**src/rtl/cfgld_pkg.sv**
```systemverilog
package cfgld_pkg;

   localparam logic [2:0] MODE_MASTER_UP   = 3'b100;
   localparam logic [2:0] MODE_MASTER_DOWN = 3'b110;

   typedef enum logic [1:0] {
      DIR_NONE = 2'd0,
      DIR_UP   = 2'd1,
      DIR_DOWN = 2'd2
   } cfgld_dir_e;

   function automatic cfgld_dir_e decode_mode(input logic [2:0] code);
      cfgld_dir_e d;
      case (code)
         MODE_MASTER_UP:   d = DIR_UP;
         MODE_MASTER_DOWN: d = DIR_DOWN;
         default:          d = DIR_NONE;
      endcase
      return d;
   endfunction

endpackage

```
**src/rtl/cfgld_timebase.sv**
```systemverilog
module cfgld_timebase #(
   parameter int unsigned HALF_DIV = 2,
   parameter int unsigned BITS     = 8
) (
   input  logic clk,
   input  logic rst_n,
   input  logic restart,
   input  logic stop,
   output logic byte_end,
   output logic bit_end,
   output logic cclk,
   output logic rclk
);

   localparam int unsigned HALVES = 2 * BITS;
   localparam int unsigned HW     = $clog2(HALVES);
   localparam int unsigned SW     = (HALF_DIV > 1) ? $clog2(HALF_DIV) : 1;
   localparam logic [HW-1:0] H_LAST = HW'(HALVES - 1);
   localparam logic [HW-1:0] H_LEAD = HW'(HALVES - 2);
   localparam logic [SW-1:0] S_LAST = SW'(HALF_DIV - 1);

   if (HALF_DIV < 1) begin : g_chk_div
      $error("cfgld_timebase: HALF_DIV must be at least 1");
   end
   if ((BITS < 2) || ((BITS & (BITS - 1)) != 0)) begin : g_chk_bits
      $error("cfgld_timebase: BITS must be a power of two, at least 2");
   end

   logic [SW-1:0] sub_q;
   logic [HW-1:0] half_q;
   logic          active_q;
   logic          half_end;

   assign half_end = active_q && (sub_q == S_LAST);
   assign byte_end = half_end && (half_q == H_LAST);
   assign bit_end  = half_end && half_q[0] && (half_q != H_LAST);

   always_ff @(posedge clk or negedge rst_n) begin
      if (!rst_n) begin
         sub_q    <= '0;
         half_q   <= H_LAST;
         active_q <= 1'b0;
      end else if (restart) begin
         sub_q    <= '0;
         half_q   <= H_LEAD;
         active_q <= 1'b1;
      end else if (stop) begin
         sub_q    <= '0;
         half_q   <= H_LAST;
         active_q <= 1'b0;
      end else if (half_end) begin
         sub_q    <= '0;
         half_q   <= half_q + 1'b1;
      end else if (active_q) begin
         sub_q    <= sub_q + 1'b1;
      end
   end

   assign cclk = half_q[0];
   assign rclk = (half_q < HW'(BITS));

   AST_RCLK_ON_CCLK_FALL: assert property (@(posedge clk) disable iff (!rst_n)
      $rose(rclk) |-> $fell(cclk));

   AST_IDLE_CLOCKS: assert property (@(posedge clk) disable iff (!rst_n)
      !active_q |-> (cclk && !rclk));

endmodule

```
**src/rtl/cfgld_addr_gen.sv**
```systemverilog
module cfgld_addr_gen #(
   parameter int unsigned ADDR_W = 18
) (
   input  logic              clk,
   input  logic              rst_n,
   input  logic              restart,
   input  logic              count_down,
   input  logic              step,
   output logic [ADDR_W-1:0] addr
);

   if (ADDR_W < 1) begin : g_chk_w
      $error("cfgld_addr_gen: ADDR_W must be at least 1");
   end

   logic [ADDR_W-1:0] addr_q;
   logic              down_q;

   always_ff @(posedge clk or negedge rst_n) begin
      if (!rst_n) begin
         addr_q <= '0;
         down_q <= 1'b0;
      end else if (restart) begin
         addr_q <= count_down ? {ADDR_W{1'b1}} : '0;
         down_q <= count_down;
      end else if (step) begin
         addr_q <= down_q ? (addr_q - 1'b1) : (addr_q + 1'b1);
      end
   end

   assign addr = addr_q;

endmodule

```
**src/rtl/cfgld_serializer.sv**
```systemverilog
module cfgld_serializer #(
   parameter int unsigned W = 8
) (
   input  logic         clk,
   input  logic         rst_n,
   input  logic         restart,
   input  logic         load,
   input  logic         shift,
   input  logic [W-1:0] data_in,
   output logic         sdo
);

   if (W < 2) begin : g_chk_w
      $error("cfgld_serializer: W must be at least 2");
   end

   logic [W-1:0] sh_q;

   always_ff @(posedge clk or negedge rst_n) begin
      if (!rst_n) begin
         sh_q <= '1;
      end else if (restart) begin
         sh_q <= '1;
      end else if (load) begin
         sh_q <= data_in;
      end else if (shift) begin
         sh_q <= {1'b1, sh_q[W-1:1]};
      end
   end

   assign sdo = sh_q[0];

   AST_LOAD_SHIFT_EXCL: assert property (@(posedge clk) disable iff (!rst_n)
      !(load && shift));

endmodule

```
**src/rtl/cfg_byte_loader.sv**
```systemverilog
module cfg_byte_loader #(
   parameter int unsigned ADDR_W    = 18,
   parameter int unsigned DATA_W    = 8,
   parameter int unsigned HALF_DIV  = 2,
   parameter int unsigned NUM_BYTES = 4096
) (
   input  logic              clk,
   input  logic              rst_n,
   input  logic [2:0]        mode_sel,
   input  logic              start,
   input  logic [DATA_W-1:0] mem_data,
   output logic [ADDR_W-1:0] mem_addr,
   output logic              rclk,
   output logic              cclk,
   output logic              dout,
   output logic              busy
);

   import cfgld_pkg::*;

   localparam int unsigned BCW = $clog2(NUM_BYTES + 1);
   localparam logic [BCW-1:0] B_LAST = BCW'(NUM_BYTES - 1);
   localparam logic [BCW-1:0] B_DONE = BCW'(NUM_BYTES);

   if (NUM_BYTES < 1) begin : g_chk_n
      $error("cfg_byte_loader: NUM_BYTES must be at least 1");
   end
   if (64'(NUM_BYTES) > (64'd1 << ADDR_W)) begin : g_chk_span
      $error("cfg_byte_loader: NUM_BYTES exceeds the address space");
   end

   cfgld_dir_e     dir_sel;
   logic           accept;
   logic           busy_q;
   logic [BCW-1:0] bcnt_q;
   logic           byte_end;
   logic           bit_end;
   logic           finish;
   logic           load;
   logic           step;

   assign dir_sel = decode_mode(mode_sel);
   assign accept  = start && !busy_q && (dir_sel != DIR_NONE);
   assign finish  = byte_end && (bcnt_q == B_DONE);
   assign load    = byte_end && !finish;
   assign step    = load && (bcnt_q != B_LAST);

   always_ff @(posedge clk or negedge rst_n) begin
      if (!rst_n) begin
         busy_q <= 1'b0;
         bcnt_q <= '0;
      end else if (accept) begin
         busy_q <= 1'b1;
         bcnt_q <= '0;
      end else begin
         if (finish) busy_q <= 1'b0;
         if (load)   bcnt_q <= bcnt_q + 1'b1;
      end
   end

   cfgld_timebase #(
      .HALF_DIV (HALF_DIV),
      .BITS     (DATA_W)
   ) u_timebase (
      .clk      (clk),
      .rst_n    (rst_n),
      .restart  (accept),
      .stop     (finish),
      .byte_end (byte_end),
      .bit_end  (bit_end),
      .cclk     (cclk),
      .rclk     (rclk)
   );

   cfgld_addr_gen #(
      .ADDR_W     (ADDR_W)
   ) u_addr_gen (
      .clk        (clk),
      .rst_n      (rst_n),
      .restart    (accept),
      .count_down (dir_sel == DIR_DOWN),
      .step       (step),
      .addr       (mem_addr)
   );

   cfgld_serializer #(
      .W       (DATA_W)
   ) u_serializer (
      .clk     (clk),
      .rst_n   (rst_n),
      .restart (accept),
      .load    (load),
      .shift   (bit_end && busy_q),
      .data_in (mem_data),
      .sdo     (dout)
   );

   assign busy = busy_q;

   AST_BUSY_NEEDS_START: assert property (@(posedge clk) disable iff (!rst_n)
      $rose(busy_q) |-> $past(start));

   AST_IDLE_ADDR_HOLD: assert property (@(posedge clk) disable iff (!rst_n)
      (!busy_q && !accept) |=> $stable(mem_addr));

   AST_ADDR_UNIT_STEP: assert property (@(posedge clk) disable iff (!rst_n)
      (busy_q && $past(busy_q)) |->
         ((mem_addr == $past(mem_addr)) ||
          (mem_addr == $past(mem_addr) + 1'b1) ||
          (mem_addr == $past(mem_addr) - 1'b1)));

   AST_DOUT_ON_CCLK_FALL: assert property (@(posedge clk) disable iff (!rst_n)
      !$stable(dout) |-> $fell(cclk));

   AST_BCNT_RANGE: assert property (@(posedge clk) disable iff (!rst_n)
      bcnt_q <= B_DONE);

endmodule

```
**config.mk**
```make
export PLATFORM = sky130hd
export DESIGN_NAME = cfg_byte_loader
export DESIGN_NICKNAME = d
export VERILOG_FILES = /design/src/rtl/cfgld_pkg.sv /design/src/rtl/cfgld_timebase.sv /design/src/rtl/cfgld_addr_gen.sv /design/src/rtl/cfgld_serializer.sv /design/src/rtl/cfg_byte_loader.sv
export SDC_FILE = /design/constraint.sdc
export NUM_CORES = 1
export LEC_CHECK = 0
export BUFFER_PORTS_ARGS = -buffer_cell sky130_fd_sc_hd__buf_2
export CAP_MARGIN = 20
export CORE_UTILIZATION = 59
export CTS_CLUSTER_DIAMETER = 80
export DETAILED_ROUTE_END_ITERATION = 12
export PLACE_DENSITY = 0.92
export SLEW_MARGIN = 20
export SYNTH_ARGS = -nofsm -noshare
export SYNTH_HDL_FRONTEND = slang
export SYNTH_HIERARCHICAL = 1
export SYNTH_SLANG_ARGS = --single-unit
export TNS_END_PERCENT = 1
```
**constraint.sdc**
```tcl
create_clock -name clk -period 3.8 [get_ports clk]
set_input_delay 0.76 -clock clk [delete_from_list [all_inputs] [get_ports clk]]
set_output_delay 0.76 -clock clk [all_outputs]
set_load 0.05 [all_outputs]
```
==> results.py, run 1 <==
metrics = {
    "global_routing": {
        "grt_usage_pct": 25.5,
        "grt_max_degree": 48,
        "grt_pass1_wl_mm": 10.9,
        "grt_overflow_total": 0,
        "grt_pass1_vias": 2440,
        "antenna_found_initial": 0,
    },
    "floorplanning": {
        "ioPinCount": 36,
        "die-area_sq_mm": 0.00555,
        "core-area_sq_mm": 0.00507,
        "die_width_um": 74.5,
        "rows": 26,
        "die_h_um": 74.5,
        "start_util_pct": 61.1,
    },
    "cells_and_area": {
        "nets": 392,
        "drive_gt1_share_pct": 22.8,
        "final_cell_mix": "dfrtp_1 (35), buf_2 (34), nor2_1 (27)",
        "area_delta_synth_final_pct": 11.9,
        "final_area_sq_mm": 0.00347,
        "antenna-diode-count": 0,
        "final_common_cell": "dfrtp_1",
        "final_core_util_pct": 68.4,
    },
    "clocking": {
        "clk_latency_ns": 0.30,
        "cts-htree-levels": 2,
        "clk_pin_slew_ns": 0.09,
        "post-cts-setup-buffers": 0,
        "clkSinkCount": 47,
        "cts_max_path_buffers": 2,
        "ctsHoldBuffers": 0,
        "root_buffer": "clkbuf_8",
        "ctsResizeCount": 0,
        "cts_tree": "built",
        "numCtsBuffers": 5,
    },
    "timing": {
        "final_max_slew_viol_count": 0,
        "timing.fmax_mhz": 329,
        "slew_headroom_pct": 51.4,
        "clock_skew_ns": 0.00820,
        "fin_crit_ns": 3.04,
        "rsz0062_at_grt": "no",
        "worst_pin_slew_ns": 0.729,
        "setup_violations": 0,
        "finalCritPeriodShare_pct": 79.9,
        "setup_tns_ns": 0,
        "report.final.hold_viol_count": 0,
    },
    "power": {
        "p_per_area_mw_per_mm2": 985,
        "p_sw_w": 0.00169,
        "switching_share_pct": 49.5,
        "p_leak_nw": 1.60,
        "combPwrFrac_pct": 60.5,
        "seqPwrFrac_pct": 29.0,
        "clkPwrFrac_pct": 10.5,
        "peakVddDrop_mv": 0.477,
        "power.internal_w": 0.00173,
    },
    "placement": {
        "gp_congestion": 0.816,
        "dpl-instance-area_sq_mm": 0.00336,
        "io_buffers": 35,
        "dp_hpwl_mm": 4.79,
    },
    "yosys": {
        "synth_area_per_cell_sq_um": 9.57,
        "synthesis.nets": 358,
        "synth_ff_type": "dfrtp_1",
        "async_flop_share_pct": 100,
        "yosysUniqueCellTypes": 64,
        "ys_ff_latch": 47,
        "yosys_warnings": 6,
        "synth_cells": 324,
        "yosysSeqAreaShare_pct": 38.4,
        "synth_edf_count": 0,
        "netlist_area_sq_mm": 0.00310,
    },
    "worst_setup_path": {
        "r2r_cells": 10,
        "cp-start-kind": "flop",
        "path_class": "flop to flop",
        "cp.required_ns": 3.99,
        "timing.rr.end": "u_addr_gen/addr[17]",
        "endpoint_kind": "flop",
        "critPathMaxFanout": 12,
        "reg2reg_from": "u_timebase/half_q[0]",
        "rrSetupSlack_ns": 0.76,
        "crit_arrival_ns": 3.23,
    },
    "drt": {
        "drc": 0,
        "wl_per_cell_um": 15.0,
        "antenna_left": 0,
        "wl_mm": 6.42,
        "avgViaCountPerCell": 5.90,
        "vias": 2532,
        "drt_iter0_drc": 150,
        "dr.pass1.iters": 4,
    },
    "status": {
        "status": "finished clean",
    },
    "run": {
        "cap_violations": 0,
    },
    "min_path": {
        "hp-class": "input port to async pin",
    },
}
-- Yosys cell counts (all sizes together) (10+ instances only) --
master	number	share of area [%]
ha	19	7.7
xnor2	10	2.8
inv	11	1.3
dfrtp	35	28
nand3	15	2.6
nor2	27	3.3
xor2	15	4.2
nand2	17	2.1
a21oi	28	5.5
o21ai	22	3.7
dfstp	12	10
a21o	10	2.5
-- flip-flops by register name, indices dropped and copies added (netlist names) --
name / count
u_addr_gen/addr: 18
bcnt_q: 13
u_serializer/sh_q: 8
u_timebase/half_q: 4
busy: 1
u_addr_gen/down_q: 1
u_timebase/active_q: 1
u_timebase/sub_q: 1
-- worst max path at each step --
stage                         startpoint             endpoint  slack, ns  cells past startpoint
floorplan           u_timebase/half_q[0]  u_addr_gen/addr[16]       0.62                     11
global placement    u_timebase/half_q[0]  u_addr_gen/addr[17]       1.02                     10
detailed placement  u_timebase/half_q[0]  u_addr_gen/addr[17]       0.82                     10
CTS                 u_timebase/half_q[0]  u_addr_gen/addr[17]       0.79                     10
global route        u_timebase/half_q[0]  u_addr_gen/addr[17]       0.50                     10
finish              u_timebase/half_q[0]  u_addr_gen/addr[17]       0.76                     10
-- stage by stage --
stage	std cells	power, W	hold WS [ns]	setup slack (ns)
floorplan	324	0.00261	0.464	0.615
global placement	421	0.00297	0.486	1.02
detailed placement	421	0.00304	0.511	0.817
CTS	429	0.00342	0.523	0.795
global route	429	0.00368	0.498	0.499
finish	429	0.00342	0.455	0.763
-- power by group through the flow --
stage / Clock (W) / Combinational [W] / Sequential (W)
floorplan: 0 / 0.00129 / 0.00131
global placement: 0 / 0.00198 / 0.000982
detailed placement: 0 / 0.00205 / 0.000996
CTS: 0.000370 / 0.00206 / 0.000988
global route: 0.000388 / 0.00226 / 0.00103
finish: 0.000361 / 0.00207 / 0.000991
-- kinds of logic (layout without fill, tap and decap cells) --
group	after synthesis	after routing	share of synthesized area, %
multiplexers	11	11	3.75
AND/OR/NAND/NOR	101	101	17.7
buffers and inverters	23	58	3.03
adder cells (fa/ha/maj)	20	20	8.31
AO/OA/AOI/OAI	97	97	21.7
flip-flops	47	47	38.4
XOR/XNOR	25	25	7.06
-- worst max-delay path: stages (launching register included) --
cell and delay, ns:
dfstp_2 0.58, ha_1 0.17, nand3_1 0.10, nor2_1 0.39, inv_1 0.11, a31oi_1 0.23, o31a_1 0.45, nor2b_1 0.46
nand3_1 0.15, a21oi_1 0.20, nor3_1 0.07
-- per-layer routing --
| metal | up-vias | part of all wire (%) | track usage [%] |
|---|---|---|---|
| li1 | 1247 | - | - |
| met1 | 1221 | 45 | 32.6 |
| met2 | 56 | 51 | 45.4 |
| met3 | 8 | 3.5 | 3.93 |
| met4 | 0 | 1.1 | 6.29 |
| met5 | - | 0 | 0 |
-- final cells by class --
cell class / instances / area [sq um]
inverter: 11 / 41.3
timing repair buffer: 39 / 208
clock inverter: 3 / 43.8
tap: 70 / 87.6
fill: 419 / 1600
sequential: 47 / 1190
clock buffer: 5 / 68.8
multi-input combinational: 254 / 1830
(Power assumes the default switching activity.)
==> run 2: changes to the inputs <==
ABC_AREA = 1   (was not set)
CORE_UTILIZATION = 60   (was 59)
PLACE_DENSITY = 0.93   (was 0.92)
clock period = 3.1 ns   (was 3.8 ns; I/O delays follow)
==> run 2 against run 1 <==
Compared with the run above: first-iteration DRC count is 37% higher; clock skew decreased by 0.00066 ns; via count increased by 31%; sequential power grew 17%; sequential cell count unchanged; global-route usage rose by 2.0 points; sequential share of layout area decreased by 2.7 points; cell area increased by 8.4%; clock-buffer cell count unchanged; fmax rose by 19%; combinational power is 30% lower; critical path type unchanged; critical endpoint is now u_addr_gen/addr[11]; highest routed layer unchanged.
==> results.py, run 2 <==
metrics = {
    "drt": {
        "vias": 3306,
        "drt_iter0_drc": 205,
        "topRoutingLayerUsed": "met4",
        "wl_met1_mm": 3.54,
        "met2_length_mm": 3.67,
        "avgViaCountPerCell": 5.61,
        "antenna_left": 0,
        "wl_per_cell_um": 13.3,
        "dr.pass1.iters": 5,
        "wl_met3_um": 480,
        "drc": 0,
        "wl_mm": 7.86,
    },
    "yosys": {
        "synth_cells": 481,
        "synthesis.nets": 515,
        "ys_ff_latch": 47,
        "synth_ff_type": "dfrtp_1",
        "netlist_area_sq_mm": 0.00346,
        "yosysUniqueCellTypes": 37,
        "synthTopCellsByArea": "dfrtp_1 (25%), nand2_1 (13%), nand3_1 (9.3%)",
        "yosys_warnings": 6,
        "synth_top_area_share_pct": 25.3,
        "synth_edf_count": 0,
        "synth.most_common_cell": "nand2_1",
        "synth_top_area_cell": "dfrtp_1",
        "yosysSeqAreaShare_pct": 34.4,
        "synth_area_per_cell_sq_um": 7.19,
        "async_flop_share_pct": 100,
        "yosys-top-cells-count": "nand2_1 (119), nand3_1 (64), inv_1 (49)",
    },
    "power": {
        "peakVddDrop_mv": 0.599,
        "p_per_area_mw_per_mm2": 804,
        "p_leak_nw": 2.01,
    },
    "worst_setup_path": {
        "path_class": "flop to flop",
        "slowest_stage": "nor2_2",
        "max_stage_delay_ns": 0.61,
        "cp.required_ns": 3.30,
        "crit_buf_inv": 2,
        "critPathMaxFanout": 17,
        "crit_family": "simple AND/OR/NAND/NOR gates",
        "critical_path.cell_chain": "ha_1 > inv_1 > nor2_2 > nand2_1 > nor3_1 > a21oi_1 > nor2_2 > inv_1 > nor2_1 > a21oi_1",
        "crit_arrival_ns": 2.75,
        "endpoint_kind": "flop",
        "cp-start-kind": "flop",
    },
    "cells_and_area": {
        "final_area_sq_mm": 0.00376,
        "area_delta_synth_final_pct": 8.79,
        "final_core_util_pct": 67.9,
        "largest_reg_flops": 18,
        "drive_gt1_share_pct": 18.0,
        "nets": 550,
        "final_cell_mix": "nand2_1 (119), nand3_1 (64), inv_1 (49)",
        "antenna-diode-count": 0,
        "final_common_cell": "nand2_1",
    },
    "clocking": {
        "cts-htree-levels": 2,
        "cts_tree": "built",
        "clkSinkCount": 47,
        "post-cts-setup-buffers": 0,
        "clk_pin_slew_ns": 0.10,
        "ctsResizeCount": 0,
        "numCtsBuffers": 5,
        "cts_max_path_buffers": 2,
        "ctsHoldBuffers": 0,
        "clk_latency_ns": 0.31,
        "root_buffer": "clkbuf_8",
    },
    "timing": {
        "worst_pin_slew_ns": 0.781,
        "rsz0062_at_grt": "no",
        "finalCritPeriodShare_pct": 82.4,
        "timing.fmax_mhz": 392,
        "clock_skew_ns": 0.00754,
        "final_max_slew_viol_count": 0,
        "setup_violations": 0,
        "setup_tns_ns": 0,
        "worst_slack_ns": 0.546,
        "slew_headroom_pct": 47.9,
        "hold_ws_ns": 0.302,
        "fin_crit_ns": 2.55,
        "report.final.hold_viol_count": 0,
    },
    "global_routing": {
        "grt_pass1_vias": 3081,
        "grt_pass1_wl_mm": 13.5,
        "antenna_found_initial": 0,
        "grt_overflow_total": 0,
        "grt_max_degree": 48,
        "grt_usage_pct": 27.5,
    },
    "placement": {
        "dp_hpwl_mm": 5.55,
        "io_buffers": 35,
        "dpl-instance-area_sq_mm": 0.00366,
        "dp_worst_setup_slack_ns": 0.719,
        "gp_congestion": 0.972,
    },
    "floorplanning": {
        "ioPinCount": 36,
        "die_width_um": 77.9,
        "rows": 27,
        "die_h_um": 77.9,
        "die-area_sq_mm": 0.00607,
        "start_util_pct": 62.4,
        "core-area_sq_mm": 0.00554,
    },
    "status": {
        "status": "finished clean",
    },
    "run": {
        "cap_violations": 0,
    },
    "min_path": {
        "hp-class": "input port to async pin",
    },
}
## run 2: worst paths after layout
path / slack (ns) / depth (start not counted) / endpoint / from
setup / recovery: 0.55 / 10 / u_addr_gen/addr[11] / bcnt_q[0]
hold / removal: 0.30 / 1 / u_addr_gen/addr[16] / rst_n
setup reg to reg: 0.55 / 10 / u_addr_gen/addr[11] / bcnt_q[0]
hold reg to reg: 0.49 / 2 / u_serializer/sh_q[0] / u_serializer/sh_q[0]
max in group asynchronous: 2.41 / 1 / u_serializer/sh_q[6] / rst_n
min in group clk: 0.49 / 2 / u_serializer/sh_q[0] / u_serializer/sh_q[0]
## run 2: per-stage QoR
stage | cells | power (W)
finish | 589 | 0.00303
global route | 589 | 0.00324
CTS | 589 | 0.00302
detailed placement | 581 | 0.00261
global placement | 581 | 0.00254
floorplan | 481 | 0.00227
## run 2: logic make-up (layout without fill, tap and decap cells)
logic type | count (synthesis) | after routing | synth area share [%]
fa+ha+maj | 20 | 20 | 7.45
xor+xnor | 13 | 13 | 3.29
compound gates | 71 | 71 | 11.4
buf+inv | 61 | 97 | 7.81
flops | 47 | 47 | 34.4
simple gates | 269 | 269 | 35.6
## run 2: power by group
part,switching (W),internal (W)
logic,0.000996,0.000458
registers,0.000255,0.000909
clock network,0.000241,0.000168
## run 2: worst register-to-register path: cells and delay by family, from the launching register on
family | cells | cell delay [ns]
compound gates | 2 | 0.19
fa+ha+maj | 1 | 0.30
buf+inv | 2 | 0.28
flops | 1 | 0.45
simple gates | 5 | 1.21
## run 2: layout make-up
class	count	area, sq um
multi-input combinational	373	2000
fill	453	1780
sequential	47	1190
inverter	52	195
timing repair buffer	37	193
tap	72	90.1
clock buffer	5	68.8
clock inverter	3	27.5
## run 2: metal layers
layer  vias up  global-route usage (%)
li1       1654                       -
met1      1513                    36.5
met2       118                    45.5
met3        21                    4.12
met4         0                    10.4
met5         -                       0
